<file path="config.mk">
export PLATFORM = sky130hd
export DESIGN_NAME = bsl_storm_limiter
export DESIGN_NICKNAME = d
export VERILOG_FILES = /design/src/rtl/bsl_pkg.sv /design/src/rtl/bsl_classify.sv /design/src/rtl/bsl_occ_counter.sv /design/src/rtl/bsl_admit.sv /design/src/rtl/bsl_storm_limiter.sv
export SDC_FILE = /design/constraint.sdc
export NUM_CORES = 1
export LEC_CHECK = 0
export BUFFER_PORTS_ARGS = -buffer_cell sky130_fd_sc_hd__buf_4
export CORE_ASPECT_RATIO = 0.75
export CORE_UTILIZATION = 44
export DETAILED_ROUTE_END_ITERATION = 10
export GPL_TIMING_DRIVEN = 0
export PLACE_DENSITY = 0.82
export SLEW_MARGIN = 0
export SYNTH_ARGS = -nofsm -noshare
export SYNTH_HDL_FRONTEND = slang
export SYNTH_SLANG_ARGS = --single-unit
</file>
<file path="constraint.sdc">
create_clock -name clk_i -period 3.2 [get_ports clk_i]
set_clock_uncertainty 0.15 [all_clocks]
set_input_delay 0.16 -clock clk_i [delete_from_list [all_inputs] [get_ports clk_i]]
set_output_delay 0.16 -clock clk_i [all_outputs]
set_load 0.02 [all_outputs]
</file>
<file path="src/rtl/bsl_pkg.sv">
package bsl_pkg;
  localparam int unsigned DA_W  = 48;
  localparam int unsigned CNT_W = 8;

  typedef enum logic [1:0] {
    CLS_UCAST = 2'd0,
    CLS_ONES  = 2'd1,
    CLS_GROUP = 2'd2,
    CLS_FLOOD = 2'd3
  } frm_cls_e;
endpackage

</file>
<file path="src/rtl/bsl_classify.sv">
module bsl_classify
  import bsl_pkg::*;
#(
  parameter int unsigned DA_W_P = DA_W
) (
  input  logic [DA_W_P-1:0] da_i,
  input  logic              hit_i,
  output frm_cls_e          cls_o,
  output logic              bc_o
);
  // group bit: LSB of the first (most significant) octet
  localparam int unsigned GRP_BIT = DA_W_P - 8;

  always_comb begin
    if (&da_i)             cls_o = CLS_ONES;
    else if (da_i[GRP_BIT]) cls_o = CLS_GROUP;
    else if (!hit_i)        cls_o = CLS_FLOOD;
    else                    cls_o = CLS_UCAST;
    bc_o = (cls_o != CLS_UCAST);
  end
endmodule

</file>
<file path="src/rtl/bsl_occ_counter.sv">
module bsl_occ_counter #(
  parameter int unsigned CNT_W_P = 8
) (
  input  logic               clk_i,
  input  logic               rst_ni,
  input  logic               inc_i,
  input  logic               dec_i,
  output logic [CNT_W_P-1:0] cnt_o
);
  localparam logic [CNT_W_P-1:0] CNT_MAX = {CNT_W_P{1'b1}};

  logic [CNT_W_P-1:0] cnt_q;

  always_ff @(posedge clk_i or negedge rst_ni) begin
    if (!rst_ni) begin
      cnt_q <= '0;
    end else if (inc_i && !dec_i && cnt_q != CNT_MAX) begin
      cnt_q <= cnt_q + 1'b1;
    end else if (dec_i && !inc_i && cnt_q != '0) begin
      cnt_q <= cnt_q - 1'b1;
    end
  end

  assign cnt_o = cnt_q;

  p_step_r7: assert property (@(posedge clk_i) disable iff (!rst_ni)
    (inc_i && dec_i) |=> $stable(cnt_q));
  p_sat_zero_r8: assert property (@(posedge clk_i) disable iff (!rst_ni)
    (dec_i && !inc_i && cnt_q == '0) |=> (cnt_q == '0));
  p_sat_max_r8: assert property (@(posedge clk_i) disable iff (!rst_ni)
    (inc_i && !dec_i && cnt_q == CNT_MAX) |=> (cnt_q == CNT_MAX));
  p_idle_r9: assert property (@(posedge clk_i) disable iff (!rst_ni)
    (!inc_i && !dec_i) |=> $stable(cnt_q));
endmodule

</file>
<file path="src/rtl/bsl_admit.sv">
module bsl_admit
  import bsl_pkg::*;
#(
  parameter int unsigned CNT_W_P = CNT_W
) (
  input  logic               clk_i,
  input  logic               rst_ni,
  input  logic               vld_i,
  input  frm_cls_e           cls_i,
  input  logic               bc_i,
  input  logic [CNT_W_P-1:0] cnt_i,
  input  logic [CNT_W_P-1:0] lim_i,
  output logic               vld_o,
  output logic               accept_o,
  output logic               bc_o,
  output frm_cls_e           cls_o
);
  logic room;
  logic accept_d;

  always_comb begin
    room     = (lim_i == '0) || (cnt_i < lim_i);
    accept_d = !bc_i || room;
  end

  always_ff @(posedge clk_i or negedge rst_ni) begin
    if (!rst_ni) begin
      vld_o    <= 1'b0;
      accept_o <= 1'b0;
      bc_o     <= 1'b0;
      cls_o    <= CLS_UCAST;
    end else begin
      vld_o    <= vld_i;
      accept_o <= vld_i && accept_d;
      bc_o     <= vld_i && bc_i;
      cls_o    <= vld_i ? cls_i : CLS_UCAST;
    end
  end

  p_ucast_pass_r4: assert property (@(posedge clk_i) disable iff (!rst_ni)
    (vld_i && cls_i == CLS_UCAST) |=> (vld_o && accept_o));
  p_drop_full_r5: assert property (@(posedge clk_i) disable iff (!rst_ni)
    (vld_i && bc_i && lim_i != '0 && cnt_i >= lim_i) |=> !accept_o);
  p_no_limit_r5: assert property (@(posedge clk_i) disable iff (!rst_ni)
    (vld_i && lim_i == '0) |=> accept_o);
  p_quiet_r6: assert property (@(posedge clk_i) disable iff (!rst_ni)
    !vld_i |=> (!vld_o && !accept_o));
endmodule

</file>
<file path="src/rtl/bsl_storm_limiter.sv">
module bsl_storm_limiter
  import bsl_pkg::*;
#(
  parameter int unsigned DA_W_P  = DA_W,
  parameter int unsigned CNT_W_P = CNT_W
) (
  input  logic               clk_i,
  input  logic               rst_ni,
  input  logic               frm_vld_i,
  input  logic [DA_W_P-1:0]  frm_da_i,
  input  logic               frm_hit_i,
  input  logic               store_i,
  input  logic               store_bc_i,
  input  logic               rel_i,
  input  logic               rel_bc_i,
  input  logic               lim_we_i,
  input  logic [CNT_W_P-1:0] lim_wdata_i,
  output logic               dec_vld_o,
  output logic               dec_accept_o,
  output logic               dec_bc_o,
  output logic [1:0]         dec_cls_o,
  output logic [CNT_W_P-1:0] bc_count_o
);
  frm_cls_e           cls_w, cls_q;
  logic               bc_w;
  logic [CNT_W_P-1:0] lim_q;
  logic [CNT_W_P-1:0] cnt_w;

  always_ff @(posedge clk_i or negedge rst_ni) begin
    if (!rst_ni)       lim_q <= '0;
    else if (lim_we_i) lim_q <= lim_wdata_i;
  end

  bsl_classify #(.DA_W_P(DA_W_P)) u_cls (
    .da_i  (frm_da_i),
    .hit_i (frm_hit_i),
    .cls_o (cls_w),
    .bc_o  (bc_w)
  );

  bsl_occ_counter #(.CNT_W_P(CNT_W_P)) u_cnt (
    .clk_i  (clk_i),
    .rst_ni (rst_ni),
    .inc_i  (store_i && store_bc_i),
    .dec_i  (rel_i && rel_bc_i),
    .cnt_o  (cnt_w)
  );

  bsl_admit #(.CNT_W_P(CNT_W_P)) u_adm (
    .clk_i    (clk_i),
    .rst_ni   (rst_ni),
    .vld_i    (frm_vld_i),
    .cls_i    (cls_w),
    .bc_i     (bc_w),
    .cnt_i    (cnt_w),
    .lim_i    (lim_q),
    .vld_o    (dec_vld_o),
    .accept_o (dec_accept_o),
    .bc_o     (dec_bc_o),
    .cls_o    (cls_q)
  );

  assign dec_cls_o  = cls_q;
  assign bc_count_o = cnt_w;

  p_ones_cls_r1: assert property (@(posedge clk_i) disable iff (!rst_ni)
    (frm_vld_i && (&frm_da_i)) |=> (dec_bc_o && dec_cls_o == 2'd1));
  p_lim_load_r10: assert property (@(posedge clk_i) disable iff (!rst_ni)
    lim_we_i |=> (lim_q == $past(lim_wdata_i)));
endmodule

</file>
# [After elaboration in Yosys (flattened, before gate mapping)]
# Index checks and enable logic that the tools add are counted.
[op_classes] addsub=2 magnitude_cmp=1 n_eq_ne=1 muxes=6 reduce_logical=18
[ops] cell="AND reduction 48 bit" n=1
[ops] cell="two-way mux 8 bit" n=2
[ops] cell="adder 8 x 1 -> 8 bit (second input constant)" n=1
[ops] cell="logical AND 1 bit" n=8
[ops] cell="logical NOT 8 bit" n=1
[ops] cell="< comparator 8 bit" n=1
[ops] cell="two-way mux 2 bit" n=4
[ops] cell="!= test 8 bit (second input constant)" n=1
[ops] cell="nonzero test 8 bit" n=1
[ops] cell="subtractor 8 x 1 -> 8 bit (second input constant)" n=1
[ops] cell="nonzero test 2 bit" n=2
[ops] cell="logical NOT 1 bit" n=3
[ops] cell="logical OR 1 bit" n=2
[word_totals] ff_bits=21 in_bits=65 wordCells=34

# [Longest topological paths before layout]
# Gate-level depths: netlist (run 1).
[depth] word_depth=7 depth_mapped=9 mapped_depth_nobuf=9

# [Modules after synthesis]
# From an unflattened synthesis (run 1), not the netlist that was laid out.
[hier_totals] hier_cells=150 hier_area_um2=1497.7
[modules_own_cells] mod="bsl_occ_counter" n_inst=1 cells_per_inst=73 area_each_um2=670.6
[modules_own_cells] mod="bsl_admit" n_inst=1 cells_per_inst=38 area_each_um2=347.8
[modules_own_cells] mod="bsl_storm_limiter" n_inst=1 cells_per_inst=19 area_each_um2=344.1
[modules_own_cells] mod="bsl_classify" n_inst=1 cells_per_inst=20 area_each_um2=135.1

# [Worst setup path before layout (run 1)]
# No wires, ideal clock.
[synth_timing] path_type="register -> register" start="reg u_cnt.cnt_q[0] (netlist: u_cnt.cnt_o[0])" end="reg u_cnt.cnt_q[6] (netlist: u_cnt.cnt_o[6])" t_arrival_ns=2.215 t_required_ns=2.925 path_slack_ns=0.710 stages_incl_launch_ff=9 path_buffers=0 period_less_slack_ns=2.490 path_cell_list="dfrtp_1 > nand4_1 > o21ai_2 > ha_1 > a211oi_1 > o21bai_1 > a21oi_1 > xnor2_1 > mux2_4"
[synth_between] elab_chain_cells=3 word_cells_on_any_way=9 cone_classes="add/sub: 2; eq/ne: 1; mux: 2; reduce/logical: 4"
[synth_lines] item="start, declared" line="bsl_occ_counter.sv:12" source="logic [CNT_W_P-1:0] cnt_q;"
[synth_lines] item="start signal, assigned" line="bsl_occ_counter.sv:18" source="cnt_q <= cnt_q + 1'b1;"
[synth_lines] item="start signal, assigned" line="bsl_occ_counter.sv:20" source="cnt_q <= cnt_q - 1'b1;"
[synth_lines] item="subtractor 8 x 1 -> 8 bit (tied with other cells)" line="bsl_occ_counter.sv:20"
[synth_lines] item="two-way mux 8 bit (tied with other cells)" line="bsl_occ_counter.sv:19" source="end else if (dec_i && !inc_i && cnt_q != '0) begin"
[synth_lines] item="two-way mux 8 bit / nonzero test 2 bit (equally long branches)"
# Parallel ways exist; a longest one is shown, timed or not. The select of a mux whose other input is x is not followed.
# A chain may end at the register's enable or synchronous reset.

# [Worst setup path after layout (run 1)]
[layout_timing] start="reg u_cnt.cnt_q[0] (netlist: u_cnt.cnt_o[0])" end="reg u_cnt.cnt_q[7] (netlist: u_cnt.cnt_o[7])"
# The elaborated chain is that of the path after synthesis.

==> results of run 1 <==
## flip-flops by register name, summed over array words and instances (netlist names)
name,cells
u_adm.cls_o,2
u_adm.accept_o,1
lim_q,8
u_cnt.cnt_o,8
u_adm.bc_o,1
u_adm.vld_o,1
## cells in the final DEF (no fill, tap or decap), types with 2 or more instances in the layout
| master | instances |
|---|---|
| buf_4 | 77 |
| a21o_1 | 2 |
| nand2b_1 | 2 |
| xor2_1 | 3 |
| and2_1 | 2 |
| dfrtp_1 | 21 |
| nand4_1 | 15 |
| nor2_1 | 3 |
| a211oi_1 | 4 |
| ha_1 | 13 |
| nor4_1 | 7 |
| o21ai_0 | 10 |
| o21bai_1 | 2 |
| a21oi_1 | 7 |
| nand2_1 | 11 |
| clkbuf_8 | 3 |
| mux2_4 | 6 |
| xnor2_1 | 4 |
| inv_1 | 8 |
| dlygate4sd3_1 | 10 |
## final cells by class
class,instances,area [sq um]
Buffer,1,3.75
Fill cell,221,802
Multi-Input combinational cell,105,802
Tap cell,38,47.5
Inverter,8,30.0
Clock inverter,1,5.00
Clock buffer,3,41.3
Timing Repair Buffer,87,678
Sequential cell,21,526
## per-layer routing
layer,vias up,global-route usage,wire length (um)
li1,693,-,-
met1,687,0.354,1750
met2,50,0.406,2030
met3,8,0.0705,234
met4,0,0.0567,57
met5,-,0,0
## tightest hold or removal path: stages
cell	delay, ns
buf_4	0.08
or2_2	0.09
a21oi_1	0.05
## power by group through the flow
| stage | registers [W] | logic (W) | clock network, W |
|---|---|---|---|
| after detailed placement | 0.000449 | 0.000812 | 0 |
| after global placement | 0.000445 | 0.000785 | 0 |
| after floorplan | 0.000499 | 0.000493 | 0 |
| after global routing | 0.000464 | 0.000916 | 0.000194 |
| after CTS | 0.000448 | 0.000839 | 0.000178 |
| final | 0.000448 | 0.000842 | 0.000177 |
## per-stage QoR
step,hold slack [ns],cells,worst slack [ns],cell area [sq um]
floorplan,-0.286,135,0.710,1360
global placement,-0.101,250,0.581,1990
CTS,0.000631,264,0.477,2130
finish,0.00806,264,0.436,2130
global route,0.0148,264,0.234,2130
detailed placement,-0.0919,250,0.520,1990
## cell families after synthesis
| family | Yosys count | share of synthesized area |
|---|---|---|
| and+or+nand+nor | 45 | 0.187 |
| AOI/OAI and AO/OA | 31 | 0.141 |
| DFF | 21 | 0.386 |
| adders and majority gates | 14 | 0.134 |
| buffers and inverters | 9 | 0.0248 |
| muxes | 8 | 0.0818 |
| xor gates and xnor gates | 7 | 0.0450 |
## how the worst max path moves through the flow
stage | slack [ns] | start | depth (start not counted) | end
floorplan | 0.71 | u_cnt.cnt_o[0]$_DFFE_PN0P_ | 8 | u_cnt.cnt_o[6]$_DFFE_PN0P_
global placement | 0.58 | u_cnt.cnt_o[0]$_DFFE_PN0P_ | 8 | u_cnt.cnt_o[6]$_DFFE_PN0P_
detailed placement | 0.52 | u_cnt.cnt_o[0]$_DFFE_PN0P_ | 8 | u_cnt.cnt_o[7]$_DFFE_PN0P_
CTS | 0.48 | u_cnt.cnt_o[0]$_DFFE_PN0P_ | 8 | u_cnt.cnt_o[7]$_DFFE_PN0P_
global route | 0.23 | u_cnt.cnt_o[0]$_DFFE_PN0P_ | 8 | u_cnt.cnt_o[7]$_DFFE_PN0P_
finish | 0.44 | u_cnt.cnt_o[0]$_DFFE_PN0P_ | 8 | u_cnt.cnt_o[7]$_DFFE_PN0P_
==> impl_metrics.csv, run 1 <==
group,metric,value,unit
status,status,"complete, no violations",
die,floorplan.rows,17,
clock_network,cts_sinks,21,
clock_network,post_cts.resized_instances,0,
hold_path,hold_endpoint,"u_adm.cls_o[0]$_DFF_PN0_",
clock_network,cts_setup_buffers,0,
setup_path,timing.setup.critical_path_class,"flip-flop to flip-flop",
synthesis,seq_area_frac_synth,0.386,
routing,initialDrtViolationCount,83,
sta,max_slew_margin,0.647,
die,initial_util,0.464,
power,p_sw,0.000596,W
sta,rsz_0062_raised_after_global_routing,"false",
hold_path,hold-path-cell-count,3,
setup_path,r2r_start,"u_cnt.cnt_o[0]$_DFFE_PN0P_",
final_layout,final_layout_size_suffix_gt1_frac,0.412,
routing,final_antenna_net_count,0,
grt,grt_max_degree,22,
synthesis,syn-cell-area,1360,sq um
placement,detailedPlacementHpwl,3.08,mm
setup_path,critPathSlowestCell,"dfrtp_1",
power,p_int,0.000870,W
power,power.clock.fraction,0.121,
synthesis,most_repeated_cell_in_the_gate_level_netlist_after_synthesis,"dfrtp_1",
power,power.total,0.00147,W
synthesis,synth_edf_count,0,
setup_path,timing.critical_path.from_type,"flip-flop",
setup_path,setup.worst_path.end_class,"flip-flop",
synthesis,avgSynthCellArea,10.1,sq um
synthesis,synth_top_area_frac,0.386,
clock_network,cts_hold_repair.buffers,10,
grt,grt_overflow_total,0,
setup_path,timing.critical_path.required,3.24,ns
clock_network,master_cell_of_the_clock_root_buffer,"clkbuf_8",
die,core_area,2940,sq um
sta,final.setup.tns,0,ns
power,seq_power_share,0.305,
synthesis,netlist-cell-type-count,32,
synthesis,yosys-top-cells-area,"dfrtp_1 (39%), ha_1 (12%), nand4_1 (6.9%), mux2_4 (6.6%), o21ai_0 (3.7%)",
sta,fmax,362,MHz
clock_network,tritoncts,"built",
final_layout,final_nets,306,
routing,total_iterations_of_the_first_detailed_routing_run,4,
synthesis,synth_top_cells_by_count,"dfrtp_1 (21), nand4_1 (15), ha_1 (13)",
routing,routed-via-count,1438,
setup_path,critical_path.cell_chain,"nand4_1 > o21ai_2 > ha_1 > a211oi_1 > o21bai_1 > o22ai_1 > mux2i_1 > xor2_1",
setup_path,cp_data_arrival_time,2.80,ns
job,timing.max_cap.violations,0,
final_layout,final_util,0.727,
sta,finalSetupViolations,0,
sta,period_needed,2.76,ns
setup_path,slowest_delay,0.51,ns
setup_path,cp_num_buf_inv,0,
placement,io_buffers,77,
grt,grt_usage,0.258,
die,dieArea,3320,sq um
sta,finalMaxSlewViolations,0,
power,p_leak,1.03,nW
die,die_h,50.2,um
clock_network,clkTransAtPathRegs,0.08,ns
grt,initial_antenna_violation_count,0,
clock_network,clockBufferDepth,2,
die,io_pins,78,
setup_path,rrSetupSlack,0.44,ns
setup_path,critPathMaxFanout,9,
sta,finalHoldViolCount,0,
grt,number_of_global_route_vias_before_repair,1386,
setup_path,worstRegToRegCells,8,
grt,global_route_wire_length_before_repair,6.35,mm
setup_path,critical_path.reg2reg.endpoint,"u_cnt.cnt_o[7]$_DFFE_PN0P_",
hold_path,timing.hold.worst.class,"input pin to flip-flop",
synthesis,syn_inst,135,
synthesis,synth.largest_area_cell,"dfrtp_1",
setup_path,critical-path-top-delay-family,"compound AO/OA/AOI/OAI gates",
clock_network,cts_inserted_buffers,3,
power,pwr-share-comb,0.574,
power,power.switching_fraction,0.407,
power,total_power_per_unit_cell_area,687,nW/um^2
clock_network,h-tree-depth,1,
synthesis,dominant_register_cell_in_the_synthesized_netlist,"dfrtp_1",
final_layout,flow.area_growth_from_synthesis,56.7,%
sta,fin_crit_sh,0.864,
routing,vias_per_cell,5.45,
routing,wl_per_cell,15.4,um
hold_path,hold_start,"frm_hit_i",
final_layout,diodes,0,
synthesis,synthesis.nets,214,
routing,drt-total-wl,4.07,mm
synthesis,synth.ff_latch_count,21,
sta,tightest_slew,0.530,ns
routing,drcViolationCount,0,
placement,place_congestion,0.742,
synthesis,synth-async-reset-ratio,1.00,
power,ir_worst_vdd,0.000590,V
clock_network,clk-insertion-delay-late,0.26,ns
synthesis,ys_warn_count,0,
die,fp.dieW,66.2,um
(Power assumes the default switching activity.)
==> run 2, diff against run 1 <==
MAX_ROUTING_LAYER = met4   (was default)
clock period = 2.67 ns   (was 3.2 ns; I/O delays follow)
==> run 2 against run 1 <==
Net effect:
- global-route usage increased by 1.6 points
- flip-flop and latch count unchanged
- worst setup slack worse by 0.28 ns
- combinational power rose by 22%
- utilization is 2.4 points higher
- design area is 3.3% higher
- critical path type unchanged
==> impl_metrics.csv, run 2 (synthesis results as in run 1) <==
group,metric,value,unit
sta,max_slew_margin,0.724,
routing,initialDrtViolationCount,73,
routing,total_iterations_of_the_first_detailed_routing_run,4,
final_layout,final_layout_size_suffix_gt1_frac,0.425,
clock_network,clkTransAtPathRegs,0.08,ns
clock_network,clk-insertion-delay-late,0.26,ns
die,dieArea,3320,sq um
die,core_area,2940,sq um
final_layout,diodes,0,
sta,finalSetupViolations,0,
hold_path,timing.hold.worst.class,"input pin to flip-flop",
setup_path,timing.critical_path.required,2.70,ns
clock_network,h-tree-depth,1,
setup_path,critPathSlowestCell,"dfrtp_2",
routing,vias_per_cell,5.48,
grt,grt_usage,0.274,
setup_path,setup.worst_path.end_class,"flip-flop",
final_layout,mostFrequentLayoutCells,"buf_4 (81), dfrtp_1 (19), nand4_1 (15)",
die,floorplan.rows,17,
power,ir_worst_vdd,0.000694,V
grt,grt_overflow_total,0,
final_layout,layout.filler_cells,206,
job,timing.max_cap.violations,0,
sta,fmax,397,MHz
final_layout,final_nets,313,
sta,tightest_slew,0.410,ns
placement,place_congestion,0.751,
die,fp.dieW,66.2,um
sta,finalHoldViolCount,0,
status,status,"complete, no violations",
placement,detailedPlacementHpwl,3.08,mm
placement,placedInstanceArea,1990,sq um
die,io_pins,78,
final_layout,flow.area_growth_from_synthesis,61.9,%
setup_path,critPathMaxFanout,8,
final_layout,stdcell_area,2200,sq um
setup_path,cp_data_arrival_time,2.55,ns
routing,final_antenna_net_count,0,
power,total_power_per_unit_cell_area,806,nW/um^2
routing,drt-total-wl,4.24,mm
setup_path,timing.setup.critical_path_class,"flip-flop to flip-flop",
routing,wl_per_cell,15.7,um
sta,finalMaxSlewViolations,0,
routing,routed-via-count,1486,
clock_network,cts_inserted_buffers,3,
grt,number_of_global_route_vias_before_repair,1411,
die,die_h,50.2,um
routing,drcViolationCount,0,
grt,global_route_wire_length_before_repair,6.51,mm
clock_network,tritoncts,"built",
die,initial_util,0.464,
clock_network,cts_sinks,21,
sta,period_needed,2.52,ns
grt,grt_max_degree,22,
sta,fin_crit_sh,0.943,
power,p_leak,1.06,nW
setup_path,slowest_delay,0.46,ns
placement,io_buffers,77,
setup_path,critical_path.cell_chain,"nand4_1 > o21ai_4 > ha_1 > a211oi_1 > o21bai_1 > o22ai_1 > mux2i_1 > xor2_1",
final_layout,final_common_cell,"buf_4",
final_layout,final_cells,271,
sta,final.setup.worst_slack,0.151,ns
placement,place.detailed.instances,250,
setup_path,timing.critical_path.from_type,"flip-flop",
clock_network,clockBufferDepth,2,
clock_network,master_cell_of_the_clock_root_buffer,"clkbuf_8",
grt,initial_antenna_violation_count,0,
placement,post_place_setup_slack,-0.0103,ns
run 2: cell count changes in the layout (fill, tap and decap cells not counted), sizes merged:
cell	change
buf	+4
dlygate4sd3	+3
run 2: metrics by stage:
step	utilization	TNS, ns	hold slack (ns)	power, W
floorplan	-	0	-0.312	0.00119
global placement	0.677	0	-0.128	0.00147
detailed placement	0.677	-0.0103	-0.118	0.00151
CTS	0.740	0	0.000842	0.00176
global route	0.751	-0.00715	0.0276	0.00191
finish	0.751	0	0.0163	0.00178
run 2: repair_timing:
item / CTS / global route
hold endpoints to repair: 33 / 0
buffers inserted: 0 / 4
endpoints found under the setup margin: 3 / 3
hold buffers: 13 / 0
resized for setup: 1 / 2
pin swaps: 0 / 1
run 2: cell type report:
| cell class | count | area, sq um | area share |
|---|---|---|---|
| multi-input combinational | 105 | 810 | 0.367 |
| timing repair buffer | 94 | 738 | 0.335 |
| sequential | 21 | 528 | 0.240 |
| clock inverter | 1 | 5.00 | 0.00227 |
| clock buffer | 3 | 41.3 | 0.0187 |
| inverter | 8 | 30.0 | 0.0136 |
| tap | 38 | 47.5 | 0.0216 |
| buffer | 1 | 3.75 | 0.00170 |
run 2: worst max-delay path, delay by kind of cell (launching register included):
kind,cells,cell delay [ns]
fa+ha+maj,1,0.29
mux,1,0.26
flops,1,0.46
compound gates,4,0.92
simple gates,1,0.20
xor+xnor,1,0.16
run 2: where the power goes:
group	internal (W)	total (W)	switching, W
sequential	0.000406	0.000540	0.000134
combinational	0.000545	0.00103	0.000483
clock	0.000104	0.000208	0.000104
run 2: final timing paths:
path	from	to	slack, ns	cells after the start
min in group asynchronous	rst_ni	lim_q[4]$_DFFE_PN0P_	0.15	2
max	u_cnt.cnt_o[0]$_DFFE_PN0P_	u_cnt.cnt_o[7]$_DFFE_PN0P_	0.15	8
min	lim_we_i	lim_q[1]$_DFFE_PN0P_	0.02	3
min reg2reg	lim_q[2]$_DFFE_PN0P_	u_adm.accept_o$_DFF_PN0_	0.41	3
max reg2reg	u_cnt.cnt_o[0]$_DFFE_PN0P_	u_cnt.cnt_o[7]$_DFFE_PN0P_	0.15	8
max in group asynchronous	rst_ni	u_cnt.cnt_o[0]$_DFFE_PN0P_	1.99	2
run 2: metal layers:
metal | routed length [um] | part of all wire | up-vias | track usage
li1 | - | - | 706 | -
met1 | 1730 | 0.41 | 703 | 0.362
met2 | 2160 | 0.51 | 63 | 0.427
met3 | 288 | 0.068 | 14 | 0.0705
met4 | 68 | 0.016 | 0 | 0.0532
met5 | 0 | 0 | - | -
